### config.mk
export PLATFORM = sky130hd
export DESIGN_NAME = lvl_intc
export DESIGN_NICKNAME = d
export VERILOG_FILES = /design/src/rtl/lvl_intc.sv
export SDC_FILE = /design/constraint.sdc
export NUM_CORES = 1
export LEC_CHECK = 0
export ABC_AREA = 1
export BUFFER_PORTS_ARGS = -buffer_cell sky130_fd_sc_hd__buf_2
export CAP_MARGIN = 20
export CORE_MARGIN = 2
export CORE_UTILIZATION = 57
export DETAILED_ROUTE_END_ITERATION = 10
export PLACE_DENSITY = 0.84
export SYNTH_ARGS = -nofsm -noshare
export SYNTH_HDL_FRONTEND = slang
export SYNTH_SLANG_ARGS = --single-unit
### constraint.sdc
create_clock -name clk -period 2.05 [get_ports clk]
set_clock_uncertainty 0.15 [all_clocks]
set_input_delay 0.205 -clock clk [delete_from_list [all_inputs] [get_ports clk]]
set_output_delay 0.205 -clock clk [all_outputs]
set_load 0.02 [all_outputs]
### src/rtl/lvl_intc.sv
module lvl_intc #(
  parameter int N_SRC = 32,
  parameter int IDX_W = 6
) (
  input  logic             clk,
  input  logic             rst_n,
  input  logic [N_SRC-1:0] src_i,
  input  logic             wr_en_i,
  input  logic [IDX_W-1:0] addr_i,
  input  logic [N_SRC-1:0] wdata_i,
  output logic [N_SRC-1:0] rdata_o,
  output logic             irq_o,
  output logic             fiq_o
);

  localparam logic [IDX_W-1:0] IX_N_STAT = IDX_W'(0);
  localparam logic [IDX_W-1:0] IX_N_RAW  = IDX_W'(1);
  localparam logic [IDX_W-1:0] IX_N_SET  = IDX_W'(2);
  localparam logic [IDX_W-1:0] IX_N_CLR  = IDX_W'(3);
  localparam logic [IDX_W-1:0] IX_SW_SET = IDX_W'(4);
  localparam logic [IDX_W-1:0] IX_SW_CLR = IDX_W'(5);
  localparam logic [IDX_W-1:0] IX_F_STAT = IDX_W'(8);
  localparam logic [IDX_W-1:0] IX_F_RAW  = IDX_W'(9);
  localparam logic [IDX_W-1:0] IX_F_SET  = IDX_W'(10);
  localparam logic [IDX_W-1:0] IX_F_CLR  = IDX_W'(11);

  logic [N_SRC-1:0] nmask_q, fmask_q, pend;
  logic             sw_q, irq_q, fiq_q;

  always_comb begin
    pend    = src_i;
    pend[0] = src_i[0] | sw_q;
  end

  wire wr_nset = wr_en_i && (addr_i == IX_N_SET);
  wire wr_nclr = wr_en_i && (addr_i == IX_N_CLR);
  wire wr_fset = wr_en_i && (addr_i == IX_F_SET);
  wire wr_fclr = wr_en_i && (addr_i == IX_F_CLR);
  wire wr_sset = wr_en_i && (addr_i == IX_SW_SET) && wdata_i[0];
  wire wr_sclr = wr_en_i && (addr_i == IX_SW_CLR) && wdata_i[0];

  always_ff @(posedge clk) begin
    if (!rst_n) begin
      nmask_q <= '0;
      fmask_q <= '0;
      sw_q    <= 1'b0;
    end else begin
      if (wr_nset) nmask_q <= nmask_q | wdata_i;
      if (wr_nclr) nmask_q <= nmask_q & ~wdata_i;
      if (wr_fset) fmask_q <= fmask_q | wdata_i;
      if (wr_fclr) fmask_q <= fmask_q & ~wdata_i;
      if (wr_sset) sw_q <= 1'b1;
      if (wr_sclr) sw_q <= 1'b0;
    end
  end

  always_ff @(posedge clk) begin
    if (!rst_n) begin
      irq_q <= 1'b0;
      fiq_q <= 1'b0;
    end else begin
      irq_q <= |(pend & nmask_q);
      fiq_q <= |(pend & fmask_q);
    end
  end

  assign irq_o = irq_q;
  assign fiq_o = fiq_q;

  always_comb begin
    rdata_o = '0;
    case (addr_i)
      IX_N_STAT: rdata_o = pend & nmask_q;
      IX_N_RAW:  rdata_o = pend;
      IX_N_SET:  rdata_o = nmask_q;
      IX_SW_SET: rdata_o[0] = sw_q;
      IX_F_STAT: rdata_o = pend & fmask_q;
      IX_F_RAW:  rdata_o = pend;
      IX_F_SET:  rdata_o = fmask_q;
      default:   rdata_o = '0;
    endcase
  end

  p_irq_masked_off_r2: assert property (@(posedge clk) disable iff (!rst_n)
    (nmask_q == '0) |=> !irq_o);

  p_fiq_masked_off_r3: assert property (@(posedge clk) disable iff (!rst_n)
    (fmask_q == '0) |=> !fiq_o);

  p_irq_src_on_r2: assert property (@(posedge clk) disable iff (!rst_n)
    ((src_i & nmask_q) != '0) |=> irq_o);

  p_nset_keeps_r5: assert property (@(posedge clk) disable iff (!rst_n)
    wr_nset |=> ((nmask_q & $past(wdata_i)) == $past(wdata_i)));

  p_fclr_drops_r6: assert property (@(posedge clk) disable iff (!rst_n)
    wr_fclr |=> ((fmask_q & $past(wdata_i)) == '0));

  p_soft_up_r7: assert property (@(posedge clk) disable iff (!rst_n)
    wr_sset |=> (sw_q && rdata_o[0] == 1'b1 || addr_i != IX_N_RAW));

  p_clr_reads_zero_r9: assert property (@(posedge clk) disable iff (!rst_n)
    (addr_i == IX_N_CLR || addr_i == IX_SW_CLR || addr_i == IX_F_CLR) |-> (rdata_o == '0));

  p_ro_write_r9: assert property (@(posedge clk) disable iff (!rst_n)
    (wr_en_i && (addr_i == IX_N_STAT || addr_i == IX_F_RAW)) |=> ($stable(nmask_q) && $stable(fmask_q) && $stable(sw_q)));

  p_reset_quiet_r10: assert property (@(posedge clk)
    $fell(rst_n) |=> (!irq_o && !fiq_o));

endmodule

== Yosys cells after proc, flatten, opt, wreduce, memory -nomap -nowiden ==
Cells that the tools add are included.
Widths: inputs -> output; s select.
Operators by class
  add/subtract/negate cells: 0
  multiply operators: 0
  divide/modulo/power cells: 0
  magnitude comparators: 0
  equal/unequal tests: 9
  shift-type cells: 0
  multiplexer cells: 6
  bitwise gates (word level): 9
  reduce and logical (&&, ||, !) cells: 15
Operators by type and width (number)
  $pmux 31 s5: 1
  $and 32x32->32: 4
  $mux 32: 4
  $or 32x32->32: 2
  $reduce_or 32->1: 2
  $not 32->32: 1
  $eq 6x4->1 const B: 4
  $eq 6x2->1 const B: 2
  $eq 6x3->1 const B: 2
  $logic_and 1x1->1: 8
  $eq 6x1->1 const B: 1
  $logic_not 6->1: 1
  $pmux 1 s6: 1
  $reduce_bool 2->1: 2
  $reduce_or 2->1: 2
  $not 1->1: 1
  $or 1x1->1: 1
Word-level totals
  register bits after elaboration: 67
  latch bits: 0
  RAM bits: 0
  bits in read-only memories: 0
  bits of input ports: 73
  output and inout port bits: 34
  logic and storage cells: 44
  memories kept: 0

== Longest topological paths before layout ==
  depth in word-level cells: 4
  depth in mapped cells: 9
  gate-level depth less buffers: 8

== Worst setup path before layout ==
OpenSTA, ideal clock, no wires.
  kind: input-to-output
  start: input addr_i[5]
  end: output rdata_o[10]
  arrival time: 1.127 ns
  slack: 0.568 ns
  stages on the path: 6
  cells stage by stage: nor2_4 > inv_1 > nor3_2 > buf_2 > a21oi_1 > nand2_1
Between the ends
  cells in the longest elaborated chain, start to end: 3
Ends and longest elaborated chain
  start, declared: line 9  | input logic [IDX_W-1:0] addr_i,
  $eq 6x4->1 or $eq 6x1->1 (tied branches): line 72  | case (addr_i)
  $reduce_or 2->1 (no line)
  $pmux 31 s5 *: line 72
  end, declared: line 11  | output logic [N_SRC-1:0] rdata_o,
Every way passes the cells marked *; elsewhere a longest branch is shown, timed or not.

== Worst setup path after layout ==
  start: register sw_q
  end: output rdata_o[0]
Between the ends
  cells in the longest elaborated chain, start to end: 3
Ends and longest elaborated chain
  start, declared: line 28  | logic sw_q, irq_q, fiq_q;
  start signal, assigned: line 46  | sw_q <= 1'b0;
  start signal, assigned: line 52  | if (wr_sset) sw_q <= 1'b1;
  start signal, assigned: line 53  | if (wr_sclr) sw_q <= 1'b0;
  $or 1x1->1: line 32  | pend[0] = src_i[0] | sw_q;
  $and 32x32->32 (on tied branches): line 77, 73
  $pmux 1 s6 *: line 72
Marks and branches as above.

==> results_dict.tcl <==
set metrics [dict create \
    synth_top_area_share_pct 30.72 \
    dp_hpwl_um 9903 \
    ys_warn_count 0 \
    drv_slew 0 \
    rrSetupSlack_ps 780 \
    yosysSeqAreaShare_pct 30.72 \
    cp_slowest_cell "dfxtp_1" \
    r2r_start "sw_q" \
    rr_worst_depth 5 \
    status "finished clean" \
    synthDistinctLibCells 24 \
    core_area_um2 7331 \
    syn_to_final_growth_pct 21.49 \
    place_congestion 0.9158 \
    die_area_um2 8377 \
    grt_max_degree 48 \
    whs_path_depth 3 \
    globalRouteOverflowTotal 0 \
    synth_area_um2 4367 \
    cts_max_path_buffers 2 \
    clock-sinks 67 \
    total_power_w 0.002745 \
    fmax_mhz 520.7 \
    yosysTopAreaCell "dfxtp_1" \
    hold_viol 0 \
    setup_tns_ps 0 \
    dr.pass1.iters 5 \
    crit_top_cell "nand2_1" \
    ys.flop_type "dfxtp_1" \
    wl_um 14000 \
    synth_area_per_cell_um2 5.634 \
    rsz0062_at_grt "no" \
    synth_most_common_cell "nand2_1" \
    start_util_pct 59.57 \
    cp.required_ps 1690 \
    critPathCaptureType "output pin" \
    rows 31 \
    post-route-period-util_pct 93.69 \
    hold_start "wdata_i[12]" \
    cts_root_buf "clkbuf_8" \
    critPathMaxFanout 3 \
    via_per_inst 5.553 \
    crit_chain "or2_2 -> nand2_1 -> or2_2 -> nand2_1 -> nor2_1 -> nand2_1 -> buf_2" \
    tightest_slew_ps 504.5 \
    port_buffers 106 \
    slowest_delay_ps 340 \
    boundaryPins 107 \
    grt_pass1_vias 5014 \
    timing.hold.ws_ps 8.206 \
    worstSetupPathType "register to output pin" \
    startpoint_type "register" \
    synth-edff-count 0 \
    pwr_density_cell_nw_per_um2 517.4 \
    min_period_ps 1921 \
    post_cts_buffers 0 \
    drc_errors 0 \
    synth_area_leaders "dfxtp_1 (31%), nand2_1 (18%), nor2_1 (16%), a21oi_1 (11%), inv_1 (4.8%)" \
    vdd_drop_max_mv 0.3261 \
    antenna_cells 0 \
    rr_endpoint "fiq_o" \
    hold_path_class "input port to register" \
    antenna_found_initial 0 \
    clk_pin_slew_worst_paths_ps 70 \
    fp.dieW_um 91.53 \
    cts_tree "built" \
    first_iter_violations 463 \
    grt_usage_pct 33.33 \
    max-slew-margin-rel_pct 66.33 \
    clk_latency_ps 340 \
    postLayoutCellArea_um2 5305 \
    ys_seq_elements 67 \
    avgRoutedWirePerCell_um 14.22 \
    nets 953 \
    grt_pass1_wl_um 22790 \
    async_flop_share_pct 0 \
    synthCells 775 \
    syn-num-nets 848 \
    drv_cap 0 \
    critPathBufInv 1 \
    ys_top_cells_by_count "nand2_1 (215), nor2_1 (183), a21oi_1 (97)" \
    n_fill_cell 664 \
    cp_top_family "simple AND/OR/NAND/NOR gates" \
    htreeDepth 3 \
    p_leak_nw 2.443 \
    ant_nets 0 \
    die_y_um 91.53 \
    drive_gt1_share_pct 17.29 \
    critPathArrivalTime_ps 1570 \
    cts_buffers 9 \
    setup_viol 0 \
    dpl_cell_area_um2 5080 \
    cts.repair.resized 0 \
    vias 5464 \
]
==> how the worst max path moves through the flow <==
stage / endpoint / depth (start not counted) / startpoint
5_1_grt: rdata_o[9] / 11 / addr_i[0]
2_1_floorplan: rdata_o[10] / 6 / addr_i[5]
4_1_cts: rdata_o[0] / 7 / sw_q
3_3_place_gp: rdata_o[0] / 9 / addr_i[0]
3_5_place_dp: rdata_o[21] / 11 / addr_i[0]
6_report: rdata_o[0] / 7 / sw_q
==> layer usage <==
layer  part of all wire, %  vias to the layer above  global-route usage [%]
li1                      -                     2689                       -
met1                    40                     2404                   42.10
met2                    47                      332                   55.70
met3                   9.9                       39                   6.141
met4                   2.6                        0                   13.64
met5                     0                        -                       0
==> where the power goes <==
group          total, W  switching [W]  internal [W]
sequential      0.00132     0.00000830       0.00131
combinational  0.000340       0.000219      0.000122
clock           0.00108       0.000525      0.000559
total           0.00274       0.000752       0.00199
==> what timing repair did <==
action	in CTS	in global routing
endpoints found under the setup margin	0	0
hold endpoints to repair	4	0
hold buffers	4	0
==> metrics by stage <==
stage | util (%) | std cells | setup slack (ps)
after floorplan | - | 775 | 567.6
after global placement | 69.30 | 964 | 240.3
after detailed placement | 69.30 | 964 | 186.0
after CTS | 72.37 | 984 | 129.4
after global routing | 72.37 | 984 | 19.34
final | 72.37 | 984 | 129.4
==> worst min-delay path, stage by stage <==
cell,delay (ps)
buf_2,110
a21oi_1,60
nor2_1,90
==> layout by cell type, fill, tap and decap left out <==
cell type,instances
a21oi_1,97
a31oi_1,1
buf_12,5
buf_2,106
buf_4,17
bufinv_16,1
clkbuf_1,2
clkbuf_8,9
clkinv_2,3
clkinv_4,1
dfxtp_1,67
dlygate4sd3_1,4
inv_1,56
inv_2,2
nand2_1,215
nand2_2,1
nand3_1,39
nand3_4,1
nand4_1,2
nor2_1,183
nor2_2,1
nor2_4,3
nor3_1,4
nor3_4,1
o21ai_0,31
o21ai_1,13
o22ai_1,18
or2_2,2
==> logic make-up (layout without fill, tap and decap cells) <==
kind of cell | count (synthesis) | count (layout) | share of synthesized area, %
AO/OA/AOI/OAI | 160 | 160 | 18.88
AND/OR/NAND/NOR | 452 | 452 | 41.40
flip-flops | 67 | 67 | 30.72
buffers and inverters | 96 | 206 | 8.997
==> layout make-up <==
class / instances / area (um2) / area share [%]
clock buffers: 11 / 131.4 / 2.476
clock inverters: 5 / 53.80 / 1.014
inverters: 58 / 217.7 / 4.104
multi-input cells: 612 / 2639 / 49.74
flip-flops and latches: 67 / 1341 / 25.28
well taps: 99 / 123.9 / 2.335
repair buffers: 132 / 798.3 / 15.05
Note: power is estimated with default switching activity, not from simulation.
